==> config.mk <==
export PLATFORM = sky130hd
export DESIGN_NAME = prio_intc
export DESIGN_NICKNAME = d
export VERILOG_FILES = /design/src/rtl/intc_pkg.sv /design/src/rtl/intc_pick.sv /design/src/rtl/intc_cfg.sv /design/src/rtl/intc_isr.sv /design/src/rtl/intc_fsm.sv /design/src/rtl/prio_intc.sv
export SDC_FILE = /design/constraint.sdc
export NUM_CORES = 1
export LEC_CHECK = 0
export BUFFER_PORTS_ARGS = -buffer_cell sky130_fd_sc_hd__buf_2
export CAP_MARGIN = 10
export CORE_UTILIZATION = 45
export CTS_BUF_LIST = sky130_fd_sc_hd__clkbuf_8
export CTS_CLUSTER_SIZE = 12
export DETAILED_ROUTE_END_ITERATION = 10
export PLACE_DENSITY = 0.66
export SKIP_LAST_GASP = 1
export SLEW_MARGIN = 10
export SYNTH_ARGS = -nofsm -noshare
export SYNTH_HDL_FRONTEND = slang
export SYNTH_SLANG_ARGS = --single-unit
==> constraint.sdc <==
create_clock -name clk -period 4.3 [get_ports clk]
set_input_delay 0.215 -clock clk [delete_from_list [all_inputs] [get_ports clk]]
set_output_delay 0.215 -clock clk [all_outputs]
set_load 0.02 [all_outputs]
==> src/rtl/intc_pkg.sv <==
package intc_pkg;
    typedef enum logic [1:0] {
        ST_IDLE = 2'd0,
        ST_PEND = 2'd1,
        ST_ACK  = 2'd2
    } intc_state_e;

    localparam logic [1:0] ADDR_MASK = 2'd0;
    localparam logic [1:0] ADDR_BASE = 2'd1;
    localparam logic [1:0] ADDR_MODE = 2'd2;
    localparam logic [1:0] ADDR_EOI  = 2'd3;
endpackage

==> src/rtl/intc_pick.sv <==
// Lowest-index set bit finder (index 0 has the highest priority).
module intc_pick #(
    parameter int N = 8,
    parameter int W = $clog2(N)
) (
    input  logic [N-1:0] req,
    output logic         any,
    output logic [W-1:0] idx
);
    always_comb begin
        any = 1'b0;
        idx = '0;
        for (int i = N - 1; i >= 0; i--) begin
            if (req[i]) begin
                any = 1'b1;
                idx = W'(i);
            end
        end
    end
endmodule

==> src/rtl/intc_cfg.sv <==
// Write port decode: mask, vector base, mode, and end-of-interrupt commands.
module intc_cfg #(
    parameter int N      = 8,
    parameter int LVL_W  = $clog2(N),
    parameter int VEC_W  = 8,
    parameter int BASE_W = VEC_W - LVL_W
) (
    input  logic              clk,
    input  logic              rst,
    input  logic              wr_en,
    input  logic [1:0]        wr_addr,
    input  logic [VEC_W-1:0]  wr_data,
    output logic [N-1:0]      imr,
    output logic [BASE_W-1:0] base,
    output logic              aeoi,
    output logic              eoi_cmd,
    output logic              eoi_implicit,
    output logic [LVL_W-1:0]  eoi_level
);
    import intc_pkg::*;

    always_ff @(posedge clk) begin
        if (rst) begin
            imr  <= '1;
            base <= '0;
            aeoi <= 1'b0;
        end else if (wr_en) begin
            unique case (wr_addr)
                ADDR_MASK: imr  <= wr_data[N-1:0];
                ADDR_BASE: base <= wr_data[VEC_W-1:LVL_W];
                ADDR_MODE: aeoi <= wr_data[0];
                ADDR_EOI:  ;
            endcase
        end
    end

    always_comb begin
        eoi_cmd      = wr_en && (wr_addr == ADDR_EOI);
        eoi_implicit = wr_data[VEC_W-1];
        eoi_level    = wr_data[LVL_W-1:0];
    end
endmodule

==> src/rtl/intc_isr.sv <==
// In-service register: set on acknowledge, cleared by end-of-interrupt.
module intc_isr #(
    parameter int N     = 8,
    parameter int LVL_W = $clog2(N)
) (
    input  logic             clk,
    input  logic             rst,
    input  logic             set_en,
    input  logic [LVL_W-1:0] set_idx,
    input  logic             clr_en,
    input  logic             clr_implicit,
    input  logic [LVL_W-1:0] clr_idx,
    input  logic             top_any,
    input  logic [LVL_W-1:0] top_idx,
    output logic [N-1:0]     isr
);
    logic [N-1:0] clr_mask;
    logic [N-1:0] set_mask;
    logic [N-1:0] one;

    always_comb begin
        one      = {{(N-1){1'b0}}, 1'b1};
        clr_mask = '0;
        if (clr_en) begin
            if (clr_implicit) begin
                if (top_any) clr_mask = one << top_idx;
            end else begin
                clr_mask = one << clr_idx;
            end
        end
        set_mask = set_en ? (one << set_idx) : '0;
    end

    always_ff @(posedge clk) begin
        if (rst) isr <= '0;
        else     isr <= (isr & ~clr_mask) | set_mask;
    end
endmodule

==> src/rtl/intc_fsm.sv <==
// Output handshake state machine.
module intc_fsm (
    input  logic clk,
    input  logic rst,
    input  logic eligible,
    input  logic ack,
    output logic fire,
    output logic int_out
);
    import intc_pkg::*;

    intc_state_e state, state_nx;

    always_ff @(posedge clk) begin
        if (rst) state <= ST_IDLE;
        else     state <= state_nx;
    end

    always_comb begin
        state_nx = state;
        unique case (state)
            ST_IDLE: state_nx = eligible ? ST_PEND : ST_IDLE;
            ST_PEND: begin
                if (ack && eligible) state_nx = ST_ACK;
                else if (!eligible)  state_nx = ST_IDLE;
                else                 state_nx = ST_PEND;
            end
            ST_ACK:  state_nx = eligible ? ST_PEND : ST_IDLE;
            default: state_nx = ST_IDLE;
        endcase
    end

    always_comb begin
        int_out = (state == ST_PEND);
        fire    = (state == ST_PEND) && ack && eligible;
    end
endmodule

==> src/rtl/prio_intc.sv <==
module prio_intc #(
    parameter int N_IRQ = 8,
    parameter int VEC_W = 8
) (
    input  logic             clk,
    input  logic             rst,
    input  logic [N_IRQ-1:0] irq_in,
    input  logic             wr_en,
    input  logic [1:0]       wr_addr,
    input  logic [VEC_W-1:0] wr_data,
    input  logic             ack,
    output logic             int_out,
    output logic [VEC_W-1:0] vec_out,
    output logic             vec_vld
);
    localparam int LVL_W  = $clog2(N_IRQ);
    localparam int BASE_W = VEC_W - LVL_W;

    logic [N_IRQ-1:0]  irr_q;
    logic [N_IRQ-1:0]  imr_q;
    logic [N_IRQ-1:0]  isr_q;
    logic [N_IRQ-1:0]  pending;
    logic [BASE_W-1:0] base_q;
    logic              aeoi_q;
    logic              eoi_cmd, eoi_implicit;
    logic [LVL_W-1:0]  eoi_level;
    logic              pend_any, isr_any;
    logic [LVL_W-1:0]  win_idx, isr_top;
    logic              eligible, fire;

    intc_cfg #(.N(N_IRQ), .LVL_W(LVL_W), .VEC_W(VEC_W), .BASE_W(BASE_W)) u_cfg (
        .clk(clk), .rst(rst), .wr_en(wr_en), .wr_addr(wr_addr), .wr_data(wr_data),
        .imr(imr_q), .base(base_q), .aeoi(aeoi_q),
        .eoi_cmd(eoi_cmd), .eoi_implicit(eoi_implicit), .eoi_level(eoi_level)
    );

    assign pending = irr_q & ~imr_q;

    intc_pick #(.N(N_IRQ), .W(LVL_W)) u_pick_req (
        .req(pending), .any(pend_any), .idx(win_idx)
    );

    intc_pick #(.N(N_IRQ), .W(LVL_W)) u_pick_isr (
        .req(isr_q), .any(isr_any), .idx(isr_top)
    );

    assign eligible = pend_any && (!isr_any || (win_idx < isr_top));

    intc_fsm u_fsm (
        .clk(clk), .rst(rst), .eligible(eligible), .ack(ack),
        .fire(fire), .int_out(int_out)
    );

    intc_isr #(.N(N_IRQ), .LVL_W(LVL_W)) u_isr (
        .clk(clk), .rst(rst),
        .set_en(fire && !aeoi_q), .set_idx(win_idx),
        .clr_en(eoi_cmd), .clr_implicit(eoi_implicit), .clr_idx(eoi_level),
        .top_any(isr_any), .top_idx(isr_top),
        .isr(isr_q)
    );

    // Level-sensitive request register; the acknowledged line is dropped for one cycle.
    always_ff @(posedge clk) begin
        if (rst) irr_q <= '0;
        else     irr_q <= irq_in & ~(fire ? ({{(N_IRQ-1){1'b0}}, 1'b1} << win_idx) : '0);
    end

    always_ff @(posedge clk) begin
        if (rst) begin
            vec_out <= '0;
            vec_vld <= 1'b0;
        end else begin
            vec_vld <= fire;
            if (fire) vec_out <= {base_q, win_idx};
        end
    end
endmodule

==> results of run 1 <==
==> metal layers <==
layer | global-route usage, % | wire, um | vias up
met5 | 0 | 0 | -
met1 | 28.41 | 2272 | 807
met3 | 6.414 | 307 | 5
met4 | 9.439 | 63 | 0
met2 | 33.50 | 2104 | 49
li1 | - | - | 896
==> cell families (layout without fill, tap and decap cells) <==
| group | Yosys count | in the layout |
|---|---|---|
| buffers and inverters | 25 | 54 |
| DFF | 41 | 41 |
| and+or+nand+nor | 91 | 91 |
| muxes | 13 | 13 |
| adders and majority gates | 2 | 2 |
| AOI/OAI and AO/OA | 59 | 59 |
==> per-stage QoR <==
| stage | util [%] | instance area, um2 |
|---|---|---|
| after floorplan | - | 2012 |
| after global placement | 52.66 | 2182 |
| after detailed placement | 52.66 | 2182 |
| after CTS | 54.74 | 2268 |
| after global routing | 54.74 | 2268 |
| final | 54.74 | 2268 |
==> Yosys cell counts, types with 2 or more instances <==
library cell	n	area share, %
sky130_fd_sc_hd__a21oi_1	13	3.2
sky130_fd_sc_hd__a311oi_1	6	2.6
sky130_fd_sc_hd__a41o_2	3	1.7
sky130_fd_sc_hd__and3_1	2	0.62
sky130_fd_sc_hd__buf_1	2	0.37
sky130_fd_sc_hd__buf_2	3	0.75
sky130_fd_sc_hd__clkbuf_1	3	0.56
sky130_fd_sc_hd__dfxtp_1	41	41
sky130_fd_sc_hd__ha_1	2	1.2
sky130_fd_sc_hd__inv_1	15	2.8
sky130_fd_sc_hd__mux2i_1	13	6.5
sky130_fd_sc_hd__nand2_1	19	3.5
sky130_fd_sc_hd__nand2b_1	5	1.6
sky130_fd_sc_hd__nand3_1	13	3.2
sky130_fd_sc_hd__nand3b_1	2	0.75
sky130_fd_sc_hd__nand4_1	6	1.9
sky130_fd_sc_hd__nor2_1	19	3.5
sky130_fd_sc_hd__nor2_2	2	0.62
sky130_fd_sc_hd__nor2b_1	7	2.2
sky130_fd_sc_hd__nor3_1	4	1.0
sky130_fd_sc_hd__nor3b_1	2	0.75
sky130_fd_sc_hd__o21ai_0	13	3.2
sky130_fd_sc_hd__o22ai_1	3	0.93
sky130_fd_sc_hd__o311a_1	2	1.0
sky130_fd_sc_hd__o31ai_1	4	1.5
==> path summary, 6_finish.rpt <==
path                 start    endpoint  depth (start not counted)
max               irr_q[7]    irr_q[0]                         10
max reg2reg       irr_q[7]    irr_q[0]                         10
min              irq_in[7]    irr_q[7]                          3
min reg2reg  u_cfg.base[4]  vec_out[7]                          2
==> where the power goes <==
part           leakage [nW]  internal (mW)  total (mW)  switching [mW]
Combinational         0.585         0.0256      0.0659          0.0403
Sequential            0.334          0.389       0.392         0.00371
Clock                0.0485          0.125       0.247           0.123
==> cells in the final DEF (no fill, tap or decap), drive strengths merged, types with 2 or more instances in the layout <==
cell | netlist | final
inv | 15 | 16
nand3 | 13 | 13
o211a | 2 | 2
a311oi | 6 | 6
a21oi | 13 | 13
nand2b | 5 | 5
dfxtp | 41 | 41
a41o | 3 | 3
nor2b | 7 | 7
nand3b | 2 | 2
nor3b | 2 | 2
o31ai | 4 | 4
clkbuf | 3 | 6
nand4 | 6 | 6
and3 | 2 | 2
mux2i | 13 | 13
ha | 2 | 2
nor2 | 22 | 22
buf | 6 | 32
nor3 | 4 | 4
nand2 | 20 | 20
o311a | 2 | 2
o21ai | 13 | 13
o22ai | 3 | 3
==> sequential cells by signal, indices dropped and copies added, names as in the netlist <==
register / flops
u_cfg.imr: 8
u_fsm.state: 2
vec_out: 8
u_cfg.base: 5
vec_vld: 1
u_isr.isr: 8
u_cfg.aeoi: 1
irr_q: 8
==> worst register-to-register path, cell delays in order (launching register included) <==
cell,delay [ns]
sky130_fd_sc_hd__dfxtp_1,0.31
sky130_fd_sc_hd__nor2b_1,0.14
sky130_fd_sc_hd__a2111oi_1,0.55
sky130_fd_sc_hd__or4_1,0.33
sky130_fd_sc_hd__inv_1,0.11
sky130_fd_sc_hd__ha_1,0.31
sky130_fd_sc_hd__o21a_1,0.11
sky130_fd_sc_hd__o22ai_1,0.26
sky130_fd_sc_hd__a31o_2,0.30
sky130_fd_sc_hd__nand2_4,0.13
sky130_fd_sc_hd__o311a_1,0.34
==> final cells by class <==
class                           instances  area, um2  share of cell area, %
Inverter                               15      56.30                  2.482
Multi-Input combinational cell        165       1080                  47.60
Tap cell                               50      62.56                  2.758
Sequential cell                        41      820.8                  36.18
Clock buffer                            6      82.58                  3.640
Clock inverter                          1      3.754                 0.1655
Timing Repair Buffer                   32      162.7                  7.170
==> report_table.html, run 1 <==
<table>
<tr><th>Metric</th><th>Value</th></tr>
<tr><th colspan="2">Finish</th></tr>
<tr><td>Antenna cells</td><td>0</td></tr>
<tr><td>Final layout net count</td><td>284</td></tr>
<tr><td>Fillcell total</td><td>398</td></tr>
<tr><td>Syn-to-layout area delta</td><td>12.75%</td></tr>
<tr><td>Number of cells in the finished layout apart from fillers</td><td>310</td></tr>
<tr><td>Share of cells above drive strength 1</td><td>18.85%</td></tr>
<tr><th colspan="2">Global routing</th></tr>
<tr><td>Antenna violations before repair</td><td>0</td></tr>
<tr><td>GRT Resource Usage Total</td><td>21.90%</td></tr>
<tr><td>Pin count of the biggest net entering global routing</td><td>30</td></tr>
<tr><td>Grt total ovfl</td><td>0</td></tr>
<tr><td>Number of global-route vias before repair</td><td>1,573</td></tr>
<tr><td>Wire length of the first global-routing pass</td><td>7369 um</td></tr>
<tr><th colspan="2">Pwr</th></tr>
<tr><td>Largest vdd supply drop</td><td>191.2 uV</td></tr>
<tr><td>Power Dens Cells</td><td>311.1 mW/mm2</td></tr>
<tr><td>Post-route total power</td><td>0.7057 mW</td></tr>
<tr><td>Pleak</td><td>0.9671 nW</td></tr>
<tr><th colspan="2">Timing</th></tr>
<tr><td>Final-layout setup total negative slack</td><td>0 ns</td></tr>
<tr><td>Pins Over Slew Limit</td><td>0</td></tr>
<tr><td>Max Fclk</td><td>335.0 MHz</td></tr>
<tr><td>Worst hold slack</td><td>between 0.1 and 0.15 ns</td></tr>
<tr><td>Transition at the pin with the smallest max-transition slack</td><td>approximately 0.7 ns</td></tr>
<tr><td>Setup repair after global routing missed its margin</td><td>no</td></tr>
<tr><td>Min Tclk post-route</td><td>approximately 3.0 ns</td></tr>
<tr><td>Worst relative slew slack</td><td>53.87%</td></tr>
<tr><td>Setup violators final</td><td>0</td></tr>
<tr><td>Count of endpoints failing hold in the final timing report</td><td>0</td></tr>
<tr><td>Share of the cycle needed by the critical path after routing</td><td>69.41%</td></tr>
<tr><td>Clock Skews</td><td>0.003687 ns</td></tr>
<tr><td>Worst path setup slack after routing</td><td>about 1.3 ns</td></tr>
<tr><th colspan="2">Detailed routing</th></tr>
<tr><td>First-pass detailed-route iteration total</td><td>4</td></tr>
<tr><td>Initial DRC count</td><td>120</td></tr>
<tr><td>Average routed wire per standard cell</td><td>roughly 15 um</td></tr>
<tr><td>DRC violations left</td><td>0</td></tr>
<tr><td>WL final</td><td>4747 um</td></tr>
<tr><td>Detailed-route via count</td><td>approximately 1,800</td></tr>
<tr><td>Post-DR vias/cell</td><td>~5.7</td></tr>
<tr><td>Detail Route Antenna Nets</td><td>0</td></tr>
<tr><th colspan="2">Clock tree</th></tr>
<tr><td>Number of gates given a new drive strength after cts</td><td>0</td></tr>
<tr><td>CTS root buf</td><td>sky130_fd_sc_hd__clkbuf_8</td></tr>
<tr><td>CTS tree</td><td>yes</td></tr>
<tr><td>Clock transition at path regs</td><td>0.07 ns</td></tr>
<tr><td>Clock Path Buffers</td><td>2</td></tr>
<tr><td># Post-CTS Setup Buffers</td><td>0</td></tr>
<tr><td>Number of H-tree levels</td><td>2</td></tr>
<tr><td>Num CTS Buffers</td><td>5</td></tr>
<tr><td>Hold-fix buffer count after cts</td><td>0</td></tr>
<tr><td>Skew-Pair Late Insertion Delay</td><td>0.29 ns</td></tr>
<tr><td>Clock Sink Count</td><td>41</td></tr>
<tr><th colspan="2">Synthesis</th></tr>
<tr><td>Synthesized-area fraction occupied by ao, oa, aoi and oai cells</td><td>21.77%</td></tr>
<tr><td>Number of standard cells after synthesis</td><td>roughly 230</td></tr>
<tr><td>Register bit count reported by yosys</td><td>41</td></tr>
<tr><td>Predominant post-synthesis flop cell</td><td>sky130_fd_sc_hd__dfxtp_1</td></tr>
<tr><td>Post-synthesis async set-or-reset flop share</td><td>0%</td></tr>
<tr><td>Number of enable-type register cells in the synthesized netlist</td><td>0</td></tr>
<tr><td>Total number of yosys warnings</td><td>0</td></tr>
<tr><td>Adder-cell area share of the yosys netlist</td><td>1.244%</td></tr>
<tr><td>XOR/XNOR share of the synthesized area</td><td>0%</td></tr>
<tr><td>Mux contribution to synthesized area</td><td>~6.5%</td></tr>
<tr><td>Syn Area/Cell</td><td>8.710 um2</td></tr>
<tr><td>Dominant combinational cell family by area after synthesis</td><td>simple AND/OR/NAND/NOR gates</td></tr>
<tr><td>Area share of and/or/nand/nor cells after synthesis</td><td>24.19%</td></tr>
<tr><td>Synth unique cells</td><td>52</td></tr>
<tr><td>Post-synthesis instance area</td><td>0.002012 mm2</td></tr>
<tr><td>Post-synthesis sequential area ratio</td><td>40.80%</td></tr>
<tr><td>Post-Synthesis Net Count</td><td>255</td></tr>
<tr><th colspan="2">Setup path</th></tr>
<tr><td>Critical path launch point type</td><td>flop</td></tr>
<tr><td>Worst endpoint data arrival time</td><td>3.17 ns</td></tr>
<tr><td>Bufs and invs on worst path</td><td>1</td></tr>
<tr><td>Biggest cell delay along the critical path</td><td>0.55 ns</td></tr>
<tr><td>Crit path cell chain</td><td>nor2b_1 -&gt; a2111oi_1 -&gt; or4_1 -&gt; inv_1 -&gt; ha_1 -&gt; o21a_1 -&gt; o22ai_1 -&gt; a31o_2 -&gt; nand2_4 -&gt; o311a_1</td></tr>
<tr><td>Max Fanout on Critical Path</td><td>10</td></tr>
<tr><td>Crit path capture type</td><td>flop</td></tr>
<tr><td>Critical path start-end classification</td><td>reg -&gt; reg</td></tr>
<tr><td>Critical-path top delay cell</td><td>sky130_fd_sc_hd__a2111oi_1</td></tr>
<tr><td>Kind of cell adding the most delay to the critical path</td><td>compound AO/OA/AOI/OAI gates</td></tr>
<tr><td>Req. time, crit path</td><td>4.48 ns</td></tr>
<tr><td>Register-to-Register Setup Slack</td><td>1.32 ns</td></tr>
<tr><th colspan="2">Floorplan</th></tr>
<tr><td>Num ports</td><td>32</td></tr>
<tr><td>Number of placement rows</td><td>23</td></tr>
<tr><td>Area of the die</td><td>0.004742 mm2</td></tr>
<tr><td>Height of the chip</td><td>roughly 69 um</td></tr>
<tr><td>Horizontal extent of the die</td><td>between 60 and 70 um</td></tr>
<tr><td>Area of the core</td><td>~0.0041 mm2</td></tr>
<tr><td>Starting Density</td><td>48.55%</td></tr>
<tr><th colspan="2">Place</th></tr>
<tr><td>GP Congestion</td><td>just under 0.9</td></tr>
<tr><td># placed instances</td><td>303</td></tr>
<tr><td>Worst slack after detailed placement</td><td>1.388 ns</td></tr>
<tr><td>HPWL after DPL</td><td>3425 um</td></tr>
<tr><td># port buffers</td><td>31</td></tr>
<tr><th colspan="2">Outcome</th></tr>
<tr><td>Status</td><td>finished, final reports clean</td></tr>
<tr><th colspan="2">Run</th></tr>
<tr><td>Max-Cap Viols</td><td>0</td></tr>
<tr><th colspan="2">Worst hold path</th></tr>
<tr><td>Hold WC Path Type</td><td>in -&gt; reg</td></tr>
</table>
Note: power is estimated with default switching activity, not from simulation.
==> run 2, diff against run 1 <==
--- a/config.mk
+++ b/config.mk
@@ -11,7 +11,7 @@
 export CTS_BUF_LIST = sky130_fd_sc_hd__clkbuf_8
 export CTS_CLUSTER_SIZE = 12
 export DETAILED_ROUTE_END_ITERATION = 10
-export PLACE_DENSITY = 0.66
+export PLACE_DENSITY = 0.68
 export SKIP_LAST_GASP = 1
 export SLEW_MARGIN = 10
 export SYNTH_ARGS = -nofsm -noshare
==> constraint.sdc (replaced) <==
create_clock -name clk -period 2.7 [get_ports clk]
set_input_delay 0.135 -clock clk [delete_from_list [all_inputs] [get_ports clk]]
set_output_delay 0.135 -clock clk [all_outputs]
set_load 0.02 [all_outputs]
==> report_table.html, run 2 (synthesis gave the netlist of run 1 again) <==
<table>
<tr><th>Metric</th><th>Value</th></tr>
<tr><th colspan="2">Clock tree</th></tr>
<tr><td>CTS tree</td><td>yes</td></tr>
<tr><td>Num CTS Buffers</td><td>5 (unchanged)</td></tr>
<tr><td>Hold-fix buffer count after cts</td><td>0 (unchanged)</td></tr>
<tr><td>Number of H-tree levels</td><td>2 (unchanged)</td></tr>
<tr><td>Skew-Pair Late Insertion Delay</td><td>0.29 ns (about the same)</td></tr>
<tr><td>Clock transition at path regs</td><td>0.08 ns (about the same)</td></tr>
<tr><td># Post-CTS Setup Buffers</td><td>0 (unchanged)</td></tr>
<tr><td>Clock Path Buffers</td><td>2 (unchanged)</td></tr>
<tr><td>Clock Sink Count</td><td>41 (unchanged)</td></tr>
<tr><td>CTS root buf</td><td>sky130_fd_sc_hd__clkbuf_8</td></tr>
<tr><th colspan="2">Finish</th></tr>
<tr><td>Share of cells above drive strength 1</td><td>21.72% (+2.9 points)</td></tr>
<tr><td>Most common cell after layout, fill and taps aside</td><td>sky130_fd_sc_hd__dfxtp_1</td></tr>
<tr><td>Fillcell total</td><td>390 (-2.0%)</td></tr>
<tr><td>Fin area</td><td>0.002355 mm2 (+3.8%)</td></tr>
<tr><td>Commonest cells after routing, fill and taps aside</td><td>sky130_fd_sc_hd__dfxtp_1, sky130_fd_sc_hd__buf_2, sky130_fd_sc_hd__nor2_1, sky130_fd_sc_hd__nand2_1, sky130_fd_sc_hd__inv_1</td></tr>
<tr><td>Antenna cells</td><td>0 (unchanged)</td></tr>
<tr><td>Syn-to-layout area delta</td><td>17.04%</td></tr>
<tr><td>Final layout net count</td><td>290 (+2.1%)</td></tr>
<tr><th colspan="2">Global routing</th></tr>
<tr><td>Number of global-route vias before repair</td><td>1,676 (+6.5%)</td></tr>
<tr><td>Antenna violations before repair</td><td>0 (unchanged)</td></tr>
<tr><td>Global routing met1 resource utilization</td><td>29.43% (+1.0 points)</td></tr>
<tr><td>Met2 routing resource usage after global routing</td><td>35.92% (+2.4 points)</td></tr>
<tr><td>Busiest layer in global routing</td><td>met2</td></tr>
<tr><td>Grt total ovfl</td><td>0 (unchanged)</td></tr>
<tr><td>GRT Resource Usage Total</td><td>22.25% (+0.36 points)</td></tr>
<tr><td>Grt met3 use</td><td>4.605% (-1.8 points)</td></tr>
<tr><td>Pin count of the biggest net entering global routing</td><td>30 (unchanged)</td></tr>
<tr><td>Wire length of the first global-routing pass</td><td>7638 um (+3.7%)</td></tr>
<tr><th colspan="2">Timing</th></tr>
<tr><td>Clock Skews</td><td>0.005992 ns (+0.002305 ns)</td></tr>
<tr><td>Count of endpoints failing hold in the final timing report</td><td>0 (unchanged)</td></tr>
<tr><td>Setup repair after global routing missed its margin</td><td>yes</td></tr>
<tr><td>Max Fclk</td><td>390.1 MHz (+16%)</td></tr>
<tr><td>Worst path setup slack after routing</td><td>0.1363 ns (-1.179 ns)</td></tr>
<tr><td>Pins Over Slew Limit</td><td>0 (unchanged)</td></tr>
<tr><td>Transition at the pin with the smallest max-transition slack</td><td>0.6742 ns (-0.01699 ns)</td></tr>
<tr><td>Min Tclk post-route</td><td>2.564 ns (-0.4210 ns)</td></tr>
<tr><td>Worst relative slew slack</td><td>55.00% (+1.1 points)</td></tr>
<tr><td>Share of the cycle needed by the critical path after routing</td><td>94.95% (+26 points)</td></tr>
<tr><td>Setup violators final</td><td>0 (unchanged)</td></tr>
<tr><td>Final-layout setup total negative slack</td><td>0 ns (unchanged)</td></tr>
<tr><th colspan="2">Setup path</th></tr>
<tr><td>Worst endpoint data arrival time</td><td>2.80 ns (-0.37 ns)</td></tr>
<tr><td>Worst setup path end</td><td>u_isr.isr[4]</td></tr>
<tr><td>Max Fanout on Critical Path</td><td>10 (unchanged)</td></tr>
<tr><td>Register-to-Register Setup Slack</td><td>0.14 ns (-1.18 ns)</td></tr>
<tr><td>Critical path start-end classification</td><td>reg -&gt; reg</td></tr>
<tr><td>Worst setup path start</td><td>u_cfg.imr[0]</td></tr>
<tr><td>Req. time, crit path</td><td>2.93 ns (-1.55 ns)</td></tr>
<tr><td>Crit path capture type</td><td>flop</td></tr>
<tr><td>Critical path launch point type</td><td>flop</td></tr>
<tr><td>Reg-to-reg critical path startpoint</td><td>u_cfg.imr[0]</td></tr>
<tr><td>Endpoint of the most critical register-to-register path</td><td>u_isr.isr[4]</td></tr>
<tr><td>Cells on worst reg2reg path</td><td>10 (unchanged)</td></tr>
<tr><th colspan="2">Floorplan</th></tr>
<tr><td>Height of the chip</td><td>68.87 um (unchanged)</td></tr>
<tr><td>Horizontal extent of the die</td><td>68.87 um (unchanged)</td></tr>
<tr><td>Area of the die</td><td>0.004742 mm2 (unchanged)</td></tr>
<tr><td>Starting Density</td><td>48.55% (unchanged)</td></tr>
<tr><td>Number of placement rows</td><td>23 (unchanged)</td></tr>
<tr><td>Num ports</td><td>32 (unchanged)</td></tr>
<tr><td>Area of the core</td><td>0.004144 mm2 (unchanged)</td></tr>
<tr><th colspan="2">Outcome</th></tr>
<tr><td>Status</td><td>finished, final reports clean</td></tr>
<tr><th colspan="2">Worst hold path</th></tr>
<tr><td>Hold Crit Start</td><td>irq_in[5]</td></tr>
<tr><td>Hold WC Path Type</td><td>in -&gt; reg</td></tr>
<tr><th colspan="2">Place</th></tr>
<tr><td>Worst slack after detailed placement</td><td>0.06492 ns (-1.323 ns)</td></tr>
<tr><td>Placed standard-cell area</td><td>0.002227 mm2 (+2.1%)</td></tr>
<tr><td>GP Congestion</td><td>0.9252 (+5.6%)</td></tr>
<tr><td>HPWL after DPL</td><td>3482 um (+1.7%)</td></tr>
<tr><td># port buffers</td><td>31 (unchanged)</td></tr>
<tr><th colspan="2">Detailed routing</th></tr>
<tr><td>Initial DRC count</td><td>134 (+12%)</td></tr>
<tr><td>First-pass detailed-route iteration total</td><td>4 (unchanged)</td></tr>
<tr><td>Detailed-route via count</td><td>1,800 (+2.4%)</td></tr>
<tr><td>Post-DR vias/cell</td><td>5.678 (+0.19%)</td></tr>
<tr><td>Average routed wire per standard cell</td><td>15.49 um (+1.1%)</td></tr>
<tr><td>WL final</td><td>4909 um (+3.4%)</td></tr>
<tr><td>Detail Route Antenna Nets</td><td>0 (unchanged)</td></tr>
<tr><td>DRC violations left</td><td>0 (unchanged)</td></tr>
<tr><th colspan="2">Pwr</th></tr>
<tr><td>Part of the power in registers</td><td>50.4% (-5.2 points)</td></tr>
<tr><td>Post-route total power</td><td>1.241 mW (+76%)</td></tr>
<tr><td>Pleak</td><td>1.010 nW (+4.5%)</td></tr>
<tr><td>Net Switching</td><td>0.2793 mW (+68%)</td></tr>
<tr><td>Combinational share of power</td><td>9.0% (-0.3 points)</td></tr>
<tr><td>Internal power consumption</td><td>0.9617 mW (+78%)</td></tr>
<tr><td>Fraction of power consumed by the clock network</td><td>40.6% (+5.5 points)</td></tr>
<tr><td>Power Dens Cells</td><td>527.0 mW/mm2 (+69%)</td></tr>
<tr><td>Proportion of total power due to net switching</td><td>22.51% (-1.1 points)</td></tr>
<tr><td>Largest vdd supply drop</td><td>344.3 uV (+80%)</td></tr>
<tr><th colspan="2">Run</th></tr>
<tr><td>Max-Cap Viols</td><td>0 (unchanged)</td></tr>
</table>
==> run 2: cell types whose count changed in the layout (fill, tap and decap cells not counted), sizes merged <==
cell / delta
buf: +6
bufinv: +1
==> run 2: final cells by class <==
class,instances,area (um2),share of cell area (%)
repair buffers,38,207.7,8.820
clock inverters,2,33.78,1.435
inverters,15,56.30,2.391
multi-input cells,165,1091,46.33
clock buffers,6,82.58,3.507
well taps,50,62.56,2.657
flip-flops and latches,41,820.8,34.86
==> run 2: power groups by stage <==
stage	registers, mW	logic, mW	clock network, mW
CTS	0.625	0.109	0.513
global route	0.627	0.121	0.538
floorplan	0.638	0.0659	0
global placement	0.639	0.109	0
detailed placement	0.640	0.108	0
finish	0.626	0.112	0.504
==> run 2: worst min path at each step <==
stage	endpoint	slack (ns)	cells after the start
2_1_floorplan	irr_q[2]	0.25	2
3_3_place_gp	irr_q[6]	0.38	3
3_5_place_dp	irr_q[6]	0.37	3
4_1_cts	irr_q[3]	0.06	3
5_1_grt	irr_q[2]	0.06	3
6_report	irr_q[5]	0.06	3
==> run 2: stage by stage <==
stage	cells	hold slack (ns)	utilization [%]
after floorplan	231	0.2472	-
after global routing	317	0.06177	56.82
after global placement	309	0.3756	53.74
after CTS	317	0.06348	56.55
final	317	0.06291	56.82
after detailed placement	309	0.3690	53.74
==> run 2: what timing repair did <==
| item | 4_1_cts | 5_1_grt |
|---|---|---|
| hold endpoints to repair | 0 | 0 |
| gates resized for setup | 0 | 2 |
| endpoints found under the setup margin | 0 | 23 |
==> run 2: routing by layer <==
layer / wire length [um] / share of wire, %
met1: 2407 / 49
met2: 2270 / 46
met3: 198 / 4.0
met4: 33 / 0.67
met5: 0 / 0
==> run 2: critical path: stages (launching register included) <==
cell	delay, ns
sky130_fd_sc_hd__dfxtp_1	0.36
sky130_fd_sc_hd__or2b_1	0.14
sky130_fd_sc_hd__nand2_1	0.09
sky130_fd_sc_hd__or4_1	0.57
sky130_fd_sc_hd__inv_1	0.11
sky130_fd_sc_hd__ha_1	0.24
sky130_fd_sc_hd__a21oi_1	0.19
sky130_fd_sc_hd__buf_4	0.15
sky130_fd_sc_hd__a31oi_4	0.14
sky130_fd_sc_hd__nor2_4	0.27
sky130_fd_sc_hd__a41o_2	0.24
